`src/rtl/cfg_port_bridge.sv`:
```
module cfg_port_bridge #(
  parameter logic [7:0] OWN_BUS = 8'd0
) (
  input  logic        clk,
  input  logic        rst_n,
  input  logic        io_req,
  input  logic        io_wr,
  input  logic        io_sel,
  input  logic [1:0]  io_off,
  input  logic [1:0]  io_size,
  input  logic [31:0] io_wdata,
  output logic        io_ack,
  output logic [31:0] io_rdata,
  input  logic [255:0] present,
  output logic        cfg_req,
  output logic        cfg_wr,
  output logic [7:0]  cfg_bus,
  output logic [7:0]  cfg_devfn,
  output logic [7:0]  cfg_reg,
  output logic [1:0]  cfg_size,
  output logic [31:0] cfg_wdata,
  input  logic        cfg_rvalid,
  input  logic [31:0] cfg_rdata
);
  logic [31:0] addr_q;
  logic        waiting;
  logic [1:0]  rd_size;

  logic        en_bit, bus_ok, fn_ok, hit;
  logic [7:0]  reg_sel;
  logic [31:0] req_ones;

  function automatic logic [31:0] width_mask(input logic [1:0] sz);
    case (sz)
      2'd0:    width_mask = 32'h0000_00FF;
      2'd1:    width_mask = 32'h0000_FFFF;
      default: width_mask = 32'hFFFF_FFFF;
    endcase
  endfunction

  assign en_bit   = addr_q[31];
  assign bus_ok   = addr_q[23:16] == OWN_BUS;
  assign fn_ok    = present[addr_q[15:8]];
  assign hit      = en_bit && bus_ok && fn_ok;
  assign reg_sel  = io_size[1] ? {addr_q[7:2], 2'b00} : (addr_q[7:0] | {6'd0, io_off});
  assign req_ones = width_mask(io_size);

  always_ff @(posedge clk) begin
    if (!rst_n) begin
      addr_q    <= '0;
      waiting   <= 1'b0;
      rd_size   <= 2'd0;
      io_ack    <= 1'b0;
      io_rdata  <= '0;
      cfg_req   <= 1'b0;
      cfg_wr    <= 1'b0;
      cfg_bus   <= '0;
      cfg_devfn <= '0;
      cfg_reg   <= '0;
      cfg_size  <= '0;
      cfg_wdata <= '0;
    end else begin
      io_ack  <= 1'b0;
      cfg_req <= 1'b0;
      if (waiting) begin
        if (cfg_rvalid) begin
          waiting  <= 1'b0;
          io_ack   <= 1'b1;
          io_rdata <= cfg_rdata & width_mask(rd_size);
        end
      end else if (io_req) begin
        if (!io_sel) begin
          io_ack <= 1'b1;
          if (io_wr) begin
            addr_q   <= io_wdata;
            io_rdata <= '0;
          end else begin
            io_rdata <= addr_q;
          end
        end else if (hit) begin
          cfg_req   <= 1'b1;
          cfg_wr    <= io_wr;
          cfg_bus   <= addr_q[23:16];
          cfg_devfn <= addr_q[15:8];
          cfg_reg   <= reg_sel;
          cfg_size  <= io_size;
          cfg_wdata <= io_wdata;
          rd_size   <= io_size;
          if (io_wr) begin
            io_ack   <= 1'b1;
            io_rdata <= '0;
          end else begin
            waiting <= 1'b1;
          end
        end else begin
          io_ack   <= 1'b1;
          io_rdata <= io_wr ? 32'd0 : req_ones;
        end
      end
    end
  end
endmodule


```
`config.mk`:
```
export PLATFORM = sky130hd
export DESIGN_NAME = cfg_port_bridge
export DESIGN_NICKNAME = d
export VERILOG_FILES = /design/src/rtl/cfg_port_bridge.sv
export SDC_FILE = /design/constraint.sdc
export NUM_CORES = 1
export LEC_CHECK = 0
export ABC_AREA = 1
export BUFFER_PORTS_ARGS = -buffer_cell sky130_fd_sc_hd__buf_4
export CORE_AREA = 4 4 165 167
export DETAILED_ROUTE_END_ITERATION = 6
export DIE_AREA = 0 0 169 171
export SYNTH_ARGS = -nofsm -noshare
export SYNTH_HDL_FRONTEND = slang
export SYNTH_SLANG_ARGS = --single-unit
```
`constraint.sdc`:
```
create_clock -name clk -period 3.3 [get_ports clk]
set_input_delay 0.33 -clock clk [delete_from_list [all_inputs] [get_ports clk]]
set_output_delay 0.33 -clock clk [all_outputs]
set_load 0.05 [all_outputs]
```
* Yosys cells after proc, flatten, opt, wreduce, memory -nomap -nowiden
Cells that the tools add are included.
Word-level totals: register bits 126, bits in latches 0, bits in writable memories 0, bits in read-only memories 0, word-level logic and storage cells 61, memories 0
Operators by class: $add $sub $neg 0, multiply operators 0, div/mod/pow operators 0, magnitude comparators 1, equal/unequal tests 4, shift operators 0, multiplexer cells 29, bitwise logic cells 6, reduce and logical (&&, ||, !) cells 10
Operators with widths (count):
- $mux 32 | 11
- $pmux 32 s2 | 2
- $and 32x32->32 | 1
- $mux 1 | 14
- $lt 8x9->1 const B | 1
- $bmux 1 s8 | 1
- $logic_not 8->1 | 1
- $mux 8 | 1
- $or 8x2->8 | 1
- $reduce_and 4->1 | 2
- $eq 2x1->1 const B | 2
- $logic_not 2->1 | 2
- $ne 4x4->1 const B | 1
- $not 1->1 | 4
- $reduce_or 4->1 | 1
- $reduce_and 3->1 | 1
- $logic_and 1x1->1 | 2
- $ne 2x2->1 const B | 1
- $reduce_bool 2->1 | 1

* Logic depth before layout (Yosys ltp)
Gate-level depths: netlist (run 1).
word-level depth 8, depth in mapped cells 20, depth with buffers taken out 18

* Worst setup path after synthesis (run 1)
No wires, ideal clock.
kind flip-flop to flip-flop, from register addr_q[10], to register cfg_wdata[18], setup time 0.120 ns, data arrival time 2.054 ns, required time 3.180 ns, path slack 1.126 ns, cell stages (with the launch flop) 17, path buffers 4, path through dfxtp_1 -> buf_2 -> clkinv_1 -> clkbuf_1 -> nand3_1 -> nand3_1 -> nand2_1 -> nand2_1 -> nand3_1 -> nand3_1 -> nand3_1 -> nand2_2 -> nand3_4 -> nor2_4 -> buf_4 -> buf_2 -> a21oi_1
On the way: word-level cells in the longest chain between the ends 4
RTL lines:
- start: declaration | line 25 | logic [31:0] addr_q;
- start signal: assignment | line 75 | addr_q <= io_wdata;
- $bmux 1 s8 | line 43 | assign fn_ok = present[addr_q[15:8]];
- $mux 1 (implied by the code) | line 43
- $logic_and 1x1->1 | line 44 | assign hit = en_bit && bus_ok && fn_ok;
- $reduce_and 4->1 (no source line)
- end signal: assignment | line 87 | cfg_wdata <= io_wdata;
- end: declaration | line 21 | output logic [31:0] cfg_wdata,
Every way passes these cells. The select of a mux whose other input is x is not followed. A chain may end at the register's enable or synchronous reset.

* Worst setup path after layout (run 1)
from register addr_q[8], to register cfg_devfn[3]
On the way: word-level cells in the longest chain between the ends 4
RTL lines:
- $bmux 1 s8 | line 43
- $mux 1 (implied by the code) | line 43
- $logic_and 1x1->1 | line 44
- $reduce_and 4->1 (no source line)
- end signal: assignment | line 84 | cfg_devfn <= addr_q[15:8];
- end: declaration | line 18 | output logic [7:0] cfg_devfn,
Every way passes these cells. The select of a mux whose other input is x is not followed.

==> results of run 1 <==
[final cells by class]
class,instances,area [um^2],share of cell area
diodes,4,10.0,0.000851
clock buffers,19,433,0.0368
clock inverters,13,154,0.0131
inverters,66,249,0.0212
multi-input cells,1012,4490,0.381
flip-flops and latches,126,2530,0.215
well taps,335,419,0.0356
repair buffers,449,3480,0.296
[cells by family after synthesis]
family                 Yosys count  share of synthesized area
AO/OA/AOI/OAI                  177                      0.115
buffers and inverters          169                     0.0932
flip-flops                     126                      0.327
AND/OR/NAND/NOR                835                      0.465
[metrics by stage]
stage | power [W] | area, um^2 | util
detailed placement | 0.00275 | 11200 | 0.433
finish | 0.00461 | 11800 | 0.457
global placement | 0.00275 | 11200 | 0.433
global route | 0.00482 | 11800 | 0.457
floorplan | 0.00221 | 7720 | -
CTS | 0.00464 | 11800 | 0.456
[critical path, stage by stage, from the launching register on]
cell	delay (ns)
dfxtp_4	0.36
clkinv_2	0.09
buf_12	0.32
nand2_1	0.09
nand3_1	0.18
nand3_1	0.14
nand3_1	0.11
nand2_1	0.05
nand2_1	0.05
nand3_1	0.09
nand3_1	0.12
nand3_1	0.09
nand2_2	0.15
nand3_4	0.10
nor2_4	0.24
buf_4	0.28
o21ai_0	0.11
a21oi_1	0.13
[worst min path at each step]
stage                 start             to  slack (ns)
2_1_floorplan     addr_q[7]      addr_q[7]        0.45
3_3_place_gp     cfg_reg[1]     cfg_reg[1]        0.45
3_5_place_dp     cfg_reg[0]     cfg_reg[0]        0.46
4_1_cts         io_wdata[3]   cfg_wdata[3]        0.13
5_1_grt        io_wdata[17]  cfg_wdata[17]        0.14
6_report        io_wdata[6]   cfg_wdata[6]        0.14
[synthesized netlist by cell type]
cell / n / area (um^2)
nand3_2: 2 / 20.0
inv_2: 1 / 3.75
nor3_1: 3 / 15.0
nand2_1: 431 / 1620
clkbuf_1: 40 / 150
dfxtp_1: 126 / 2520
clkinv_1: 4 / 15.0
nand3_1: 247 / 1240
inv_1: 61 / 229
nor2_4: 1 / 11.3
o21a_1: 1 / 7.51
nand3_4: 1 / 17.5
nand2_2: 1 / 6.26
nand4_2: 1 / 12.5
nor4_1: 1 / 6.26
nor3b_1: 8 / 60.1
buf_4: 5 / 37.5
buf_2: 53 / 265
buf_1: 5 / 18.8
o21ai_1: 14 / 70.1
nor2_1: 112 / 420
a21oi_1: 91 / 455
nand4_1: 25 / 156
and3_1: 1 / 6.26
or2_2: 1 / 6.26
o21ai_0: 71 / 355
[per-layer routing]
| layer | wire, um | part of all wire |
|---|---|---|
| met5 | 0 | 0 |
| met4 | 936 | 0.024 |
| met3 | 2820 | 0.072 |
| met2 | 18800 | 0.48 |
| met1 | 16400 | 0.42 |
[where the power goes]
group / total, W / internal [W] / switching (W) / leakage [nW]
Sequential: 0.00161 / 0.00158 / 0.0000376 / 1.03
Combinational: 0.00111 / 0.000490 / 0.000621 / 4.51
Clock: 0.00189 / 0.00113 / 0.000759 / 0.280
==> impl_metrics.py, run 1 <==
metrics = {
    "clock_network": {
        "cts_resized": 0,
        "cts_setup_buffers": 0,
        "postCtsHoldBufs": 0,
        "numCtsBuffers": 17,
        "h-tree-depth": 4,
        "clock_latency_ns": 0.42,
        "cts_root_buffer": "clkbuf_16",
        "cts_buffer_depth": 2,
        "cts.clk_slew.worst_paths_ns": 0.06,
        "clock_sinks": 126,
        "cts_tree": "built",
    },
    "drt": {
        "ant_nets": 0,
        "via_per_inst": 5.01,
        "vias": 10100,
        "totalWireLength_um": 39000,
        "dr.pass1.iters": 7,
        "drc": 0,
        "dr.first_iter.drc_count": 804,
        "wire_per_inst_um": 19.3,
    },
    "timing": {
        "hold_viol": 0,
        "post-route-min-period_ns": 2.83,
        "drv_slew": 0,
        "max_freq_mhz": 353,
        "skew_ns": 0.0149,
        "worstMarginPinSlew_ns": 0.830,
        "worst_slack_ns": 0.467,
        "setup_tns_ns": 0,
        "rsz0062_at_grt": "no",
        "relSlewSlack": 0.445,
        "whs_ns": 0.139,
        "period_share": 0.858,
        "setup_viol": 0,
    },
    "logic_synthesis": {
        "synthCells": 1307,
        "yosys_warnings": 0,
        "synth_area_per_cell_um2": 5.91,
        "synthesis.area_um2": 7720,
        "ys_ff_latch": 126,
        "synth_nets": 1637,
        "ys_types": 26,
        "ys_seq_area_frac": 0.327,
    },
    "finish": {
        "layout.cells.most_common": "buf_4",
        "final_nets": 2002,
        "drive_above_1_share": 0.291,
        "final.fill_count": 2794,
        "syn_to_final_growth_pct": 52.3,
        "final_cell_mix": "buf_4, nand2_1, nand3_1",
        "reg_top3": "addr_q x32, cfg_wdata x32, io_rdata x32",
        "final_cells": 2024,
    },
    "grt": {
        "grt_max_degree": 103,
        "grt_pass1_wl_um": 57900,
        "grt-busiest-layer": "met2",
        "grtUsageMet3": 0.0481,
        "grt.met1_usage": 0.329,
        "grt_util_all_layers": 0.255,
        "use_met2": 0.438,
        "antenna_found_initial": 4,
        "overflow": 0,
        "grt_pass1_vias": 9818,
    },
    "worst_setup_path": {
        "worst_setup_path_end_kind": "flop",
        "cp_data_required_time_ns": 3.65,
        "setup.worst_path.end": "cfg_devfn[3]",
        "cp_max_fo": 89,
        "startpoint_type": "flop",
        "r2r_cells": 17,
        "reg2reg_slack_ns": 0.47,
        "regToRegEndpoint": "cfg_devfn[3]",
        "critPathArrivalTime_ns": 3.18,
        "critical_path_class": "flop to flop",
        "timing.rr.start": "addr_q[8]",
        "crit_start": "addr_q[8]",
    },
    "power": {
        "vdd_ir_drop_max_uv": 347,
        "p_leak_nw": 5.82,
        "p_per_area_nw_per_um2": 392,
    },
    "floorplanning": {
        "die_area_um2": 28900,
        "fp-row-count": 59,
        "die_x_um": 169,
        "core-area_um2": 25800,
        "die_h_um": 171,
        "start_util": 0.300,
        "io_pins": 423,
    },
    "placed_design": {
        "place_inst": 1988,
        "port_buffers": 422,
        "dp_hpwl_um": 30000,
        "gp_congestion": 0.944,
        "pre_cts_ws_ns": 0.485,
    },
    "min_path": {
        "min_path_type": "primary input to flop",
        "min_path_cells": 3,
    },
    "status": {
        "status": "finished clean",
    },
    "job": {
        "maxCapViolations": 0,
    },
}
(Power assumes the default switching activity.)
==> inputs of run 2 (changes only) <==
--- a/config.mk
+++ b/config.mk
@@ -6,10 +6,10 @@
 export NUM_CORES = 1
 export LEC_CHECK = 0
 export ABC_AREA = 1
-export BUFFER_PORTS_ARGS = -buffer_cell sky130_fd_sc_hd__buf_4
-export CORE_AREA = 4 4 165 167
+export CORE_AREA = 4 4 163 165
 export DETAILED_ROUTE_END_ITERATION = 6
-export DIE_AREA = 0 0 169 171
+export DIE_AREA = 0 0 167 169
+export DONT_BUFFER_PORTS = 1
 export SYNTH_ARGS = -nofsm -noshare
 export SYNTH_HDL_FRONTEND = slang
 export SYNTH_SLANG_ARGS = --single-unit
==> impl_metrics.py, run 2 (synthesized netlist as in run 1, its figures left out) <==
metrics = {
    "finish": {
        "drive_above_1_share": 0.0539,
        "syn_to_final_growth_pct": 10.8,
        "layout.cells.most_common": "nand2_1",
        "final_cells": 1594,
        "final_cell_mix": "nand2_1, nand3_1, dfxtp_1",
        "reg_top3": "addr_q x32, cfg_wdata x32, io_rdata x32",
        "final_nets": 1578,
        "final.fill_count": 2810,
    },
    "worst_setup_path": {
        "cp_common_cell": "nand3_1",
        "cp_data_required_time_ns": 3.60,
        "startpoint_type": "flop",
        "critical_path.max_stage_delay_ns": 0.51,
        "crit_chain": "buf_4 -> nand2_1 -> nand3_1 -> nand3_1 -> nand3_1 -> nand2_1 -> nand2_1 -> nand3_1 -> nand3_1 -> nand3_1 -> nand2_2 -> nand4_1 -> nand2_1 -> nand2_1 -> o21ai_0 -> nor2_1",
        "critPathArrivalTime_ns": 3.28,
        "cp_max_fo": 65,
        "slowest_stage": "buf_4",
        "worst_setup_path_end_kind": "flop",
        "critical_path_class": "flop to flop",
    },
    "clock_network": {
        "cts_buffer_depth": 2,
        "clock_latency_ns": 0.41,
        "cts_resized": 0,
        "cts_root_buffer": "clkbuf_16",
        "clock_sinks": 126,
        "cts_setup_buffers": 0,
        "postCtsHoldBufs": 0,
        "cts_tree": "built",
        "cts.clk_slew.worst_paths_ns": 0.06,
        "numCtsBuffers": 17,
        "h-tree-depth": 4,
    },
    "min_path": {
        "min_path_type": "primary input to flop",
    },
    "floorplanning": {
        "die_x_um": 167,
        "die_h_um": 169,
        "fp-row-count": 58,
        "core-area_um2": 25000,
        "io_pins": 423,
        "start_util": 0.308,
        "die_area_um2": 28200,
    },
    "timing": {
        "setup_viol": 0,
        "post-route-min-period_ns": 2.98,
        "drv_slew": 0,
        "rsz0062_at_grt": "no",
        "hold_viol": 0,
        "max_freq_mhz": 335,
        "relSlewSlack": 0.356,
        "worstMarginPinSlew_ns": 0.965,
        "skew_ns": 0.0150,
        "period_share": 0.904,
        "setup_tns_ns": 0,
    },
    "drt": {
        "wire_per_inst_um": 21.3,
        "via_per_inst": 5.40,
        "dr.first_iter.drc_count": 796,
        "drc": 0,
        "ant_nets": 0,
        "vias": 8600,
        "totalWireLength_um": 34000,
        "dr.pass1.iters": 7,
    },
    "placed_design": {
        "dp_hpwl_um": 26400,
        "port_buffers": 0,
        "place_inst": 1559,
        "gp_congestion": 1.02,
    },
    "power": {
        "p_per_area_nw_per_um2": 495,
        "vdd_ir_drop_max_uv": 327,
        "power_w": 0.00423,
        "p_leak_nw": 3.72,
    },
    "grt": {
        "grt_pass1_vias": 8117,
        "grt_max_degree": 108,
        "grt_pass1_wl_um": 50100,
        "grt_util_all_layers": 0.228,
        "antenna_found_initial": 2,
        "overflow": 0,
    },
    "job": {
        "maxCapViolations": 0,
    },
    "status": {
        "status": "finished clean",
    },
}
-- run 2: cell count changes in the layout (fill, tap and decap cells not counted), sizes merged --
cell and delta:
clkinv -1, clkinvlp +1, buf -424, diode -1
-- run 2: final cells by class --
| cell class | count | area [um^2] | share of cell area |
|---|---|---|---|
| Antenna cell | 3 | 7.51 | 0.000877 |
| Clock buffer | 19 | 443 | 0.0518 |
| Clock inverter | 13 | 155 | 0.0181 |
| Inverter | 66 | 249 | 0.0291 |
| Multi-Input combinational cell | 1012 | 4490 | 0.524 |
| Sequential cell | 126 | 2530 | 0.295 |
| Tap cell | 330 | 413 | 0.0483 |
| Timing Repair Buffer | 25 | 275 | 0.0322 |
-- run 2: critical path, delay by kind of cell (launching register included) --
family / cells / cell delay (ns)
and+or+nand+nor: 14 / 1.67
AOI/OAI and AO/OA: 1 / 0.26
DFF: 1 / 0.38
buffers and inverters: 1 / 0.51
-- run 2: path summary, 6_finish.rpt --
kind                                  start            to  slack (ns)  cells after the start
worst min register to register    addr_q[2]    cfg_reg[2]        0.48                      2
worst max-delay path              addr_q[8]   io_rdata[1]        0.32                     16
worst max register to register    addr_q[8]   io_rdata[1]        0.32                     16
worst min-delay path            io_wdata[7]  cfg_wdata[7]        0.05                      2
-- run 2: per-layer routing --
layer / GRT usage / up-vias / routed length, um / part of all wire
li1: - / 4160 / - / -
met1: 0.301 / 3973 / 14300 / 0.42
met2: 0.366 / 427 / 15700 / 0.46
met3: 0.0612 / 40 / 3230 / 0.095
met4: 0.0687 / 0 / 800 / 0.024
met5: 0 / - / 0 / 0
-- run 2: power by group --
| part | internal [W] | switching, W | leakage [nW] |
|---|---|---|---|
| Combinational | 0.000207 | 0.000401 | 2.41 |
| Sequential | 0.00158 | 0.000164 | 1.03 |
| Clock | 0.00115 | 0.000733 | 0.283 |
| Total | 0.00293 | 0.00130 | 3.72 |
-- run 2: per-stage QoR --
step	setup WS (ns)	hold WS (ns)	util	instance area, um^2
after floorplan	1.13	0.449	-	7720
after global placement	0.439	0.465	0.318	7950
after detailed placement	0.410	0.468	0.318	7950
after CTS	0.386	0.0265	0.341	8550
after global routing	0.0451	0.0379	0.342	8550
final	0.318	0.0500	0.342	8560
==> inputs of run 3 (changes only) <==
--- a/config.mk
+++ b/config.mk
@@ -5,10 +5,9 @@
 export SDC_FILE = /design/constraint.sdc
 export NUM_CORES = 1
 export LEC_CHECK = 0
-export ABC_AREA = 1
-export CORE_AREA = 4 4 163 165
+export CORE_AREA = 4 4 164 166
 export DETAILED_ROUTE_END_ITERATION = 6
-export DIE_AREA = 0 0 167 169
+export DIE_AREA = 0 0 168 170
 export DONT_BUFFER_PORTS = 1
 export SYNTH_ARGS = -nofsm -noshare
 export SYNTH_HDL_FRONTEND = slang
==> impl_metrics.py, run 3 <==
metrics = {
    "power": {
        "vdd_ir_drop_max_uv": 257,
        "p_leak_nw": 2.73,
        "p_per_area_nw_per_um2": 477,
    },
    "logic_synthesis": {
        "synthesis.area_um2": 7340,
        "ys_async_sr_fraction": 0,
        "ys_types": 61,
        "yosys-top-cells-area": "dfxtp_1, mux2i_1, mux4_2, nand2_1, nor2_1",
        "synthFlopType": "dfxtp_1",
        "yosys_warnings": 0,
        "yosysTopAreaCellShare": 0.343,
        "synth_area_leader_cell": "dfxtp_1",
        "ys_seq_area_frac": 0.343,
        "synthTopCellsByCount": "dfxtp_1, nand2_1, mux2i_1, nor2_1, a21oi_1",
        "synth-edff-count": 0,
        "synth.most_common_cell": "dfxtp_1",
        "synth_area_per_cell_um2": 9.54,
        "ys_ff_latch": 126,
        "synth_nets": 1100,
        "synthCells": 770,
    },
    "clock_network": {
        "numCtsBuffers": 17,
        "clock_sinks": 126,
        "cts_buffer_depth": 2,
        "h-tree-depth": 4,
        "cts.clk_slew.worst_paths_ns": 0.06,
        "cts_tree": "built",
        "cts_root_buffer": "clkbuf_16",
        "clock_latency_ns": 0.42,
    },
    "finish": {
        "final_cells": 1109,
        "final_nets": 1093,
        "regArea_um2": 2530,
        "syn_to_final_growth_pct": 15.1,
        "reg_top3": "addr_q x32, cfg_wdata x32, io_rdata x32",
        "final_area_um2": 8450,
        "layout.cells.most_common": "dfxtp_1",
        "drive_above_1_share": 0.181,
        "final_cell_mix": "dfxtp_1, nand2_1, mux2i_1",
        "antenna_cells": 0,
        "final.fill_count": 2643,
        "multi_input_area_um2": 4410,
        "post-route-util": 0.330,
    },
    "placed_design": {
        "dp_hpwl_um": 22300,
        "post_dp_cell_area_um2": 7730,
        "port_buffers": 0,
        "gp_congestion": 0.873,
        "place_inst": 1071,
    },
    "timing": {
        "rsz0062_at_grt": "no",
        "period_share": 0.950,
        "skew_ns": 0.0175,
        "relSlewSlack": 0.273,
        "max_freq_mhz": 319,
        "post-route-min-period_ns": 3.13,
        "whs_ns": 0.0370,
        "worstMarginPinSlew_ns": 1.08,
        "setup_viol": 0,
        "hold_viol": 0,
        "drv_slew": 0,
    },
    "worst_setup_path": {
        "slowest_stage": "or4_4",
        "regToRegEndpoint": "io_rdata[16]",
        "worst_setup_path_end_kind": "flop",
        "timing.rr.start": "addr_q[10]",
        "cp_max_fo": 10,
        "cp_data_required_time_ns": 3.65,
        "reg2reg_slack_ns": 0.17,
        "critPathArrivalTime_ns": 3.48,
        "startpoint_type": "flop",
        "crit_chain": "buf_4 -> mux4_1 -> mux4_2 -> nor2_1 -> or4b_4 -> o2bb2ai_1 -> or4_4 -> buf_4 -> a21oi_4 -> a32o_1",
        "critical_path_class": "flop to flop",
        "critical_path.max_stage_delay_ns": 0.57,
        "cp_common_cell": "buf_4",
        "r2r_cells": 10,
    },
    "grt": {
        "antenna_found_initial": 2,
        "grt_pass1_vias": 6088,
        "grt_max_degree": 50,
        "overflow": 0,
        "grt_util_all_layers": 0.183,
        "grt_pass1_wl_um": 40200,
    },
    "drt": {
        "totalWireLength_um": 27700,
        "wire_per_inst_um": 25.0,
        "via_per_inst": 5.60,
        "vias": 6211,
        "ant_nets": 0,
        "drc": 0,
        "dr.first_iter.drc_count": 546,
        "dr.pass1.iters": 7,
    },
    "min_path": {
        "hp-start": "io_wdata[8]",
        "hold_end": "addr_q[8]",
        "min_path_type": "primary input to flop",
        "min_path_cells": 2,
    },
    "floorplanning": {
        "die_x_um": 168,
        "die_area_um2": 28600,
        "core-area_um2": 25600,
        "fp-row-count": 59,
        "io_pins": 423,
        "start_util": 0.287,
        "die_h_um": 170,
    },
    "job": {
        "maxCapViolations": 0,
    },
    "status": {
        "status": "finished clean",
    },
}
## run 3: cell types whose count changed in the layout (fill, tap and decap cells not counted), moves of 14 or more
| cell | change |
|---|---|
| mux4_2 | +41 |
| and2_1 | +14 |
| nand4_1 | -18 |
| inv_1 | -47 |
| mux2i_1 | +94 |
| a21oi_1 | -37 |
| buf_4 | +15 |
| nand2_1 | -331 |
| nand3_1 | -233 |
| o21ai_0 | -63 |
| nor2_1 | -35 |
## run 3: per-layer routing
layer | share of wire | track usage | vias to the layer above
met5 | 0.00047 | 0 | -
li1 | - | - | 2842
met3 | 0.088 | 0.0569 | 21
met1 | 0.43 | 0.246 | 3037
met2 | 0.48 | 0.294 | 309
met4 | 0.0085 | 0.0335 | 2
## run 3: kinds of logic (layout without fill, tap and decap cells)
| kind of cell | after synthesis | count (layout) | synth area share |
|---|---|---|---|
| and+or+nand+nor | 253 | 253 | 0.155 |
| muxes | 142 | 142 | 0.275 |
| DFF | 126 | 126 | 0.343 |
| AOI/OAI and AO/OA | 166 | 166 | 0.166 |
| buffers and inverters | 83 | 87 | 0.0607 |
## run 3: worst max path at each step
stage               start            to  slack [ns]  depth (start not counted)
6_report       addr_q[10]  io_rdata[16]        0.17                         10
5_1_grt         addr_q[9]  io_rdata[30]        0.02                         11
4_1_cts         addr_q[8]  io_rdata[27]        0.05                          9
3_5_place_dp    addr_q[9]    cfg_bus[5]        -0.1                         11
3_3_place_gp    addr_q[9]    cfg_bus[3]       -0.09                         11
2_1_floorplan   addr_q[8]   io_rdata[6]        0.38                         12
## run 3: power breakdown
part	switching [W]	internal, W	total, W
clock	0.000738	0.00123	0.00197
combinational	0.000209	0.000186	0.000395
sequential	0.000110	0.00155	0.00167
## run 3: repair_timing
action	CTS	global route
buffers inserted	4	3
resized for setup	3	4
hold buffers	0	0
pin swaps	0	2
setup endpoints to repair	54	71
gates cloned	0	1
endpoints found under the hold margin	0	0
## run 3: area by class of cell
type | instances | area share
multi-input cells | 561 | 0.521
flip-flops and latches | 126 | 0.300
clock buffers | 18 | 0.0533
repair buffers | 42 | 0.0502
well taps | 335 | 0.0496
clock inverters | 12 | 0.0188
inverters | 15 | 0.00681
## run 3: metrics by stage
step / TNS [ns] / worst slack (ns) / power (W)
final: 0 / 0.166 / 0.00403
after global routing: 0 / 0.0195 / 0.00418
after CTS: 0 / 0.0480 / 0.00407
after detailed placement: -0.864 / -0.0971 / 0.00209
after global placement: -1.12 / -0.0892 / 0.00208
after floorplan: 0 / 0.380 / 0.00199
## run 3: worst max-delay path, delay by kind of cell, from the launching register on
kind / cells / cell delay [ns]
AO/OA/AOI/OAI: 3 / 0.57
buffers and inverters: 2 / 0.34
flip-flops: 1 / 0.39
multiplexers: 2 / 0.61
AND/OR/NAND/NOR: 3 / 1.15
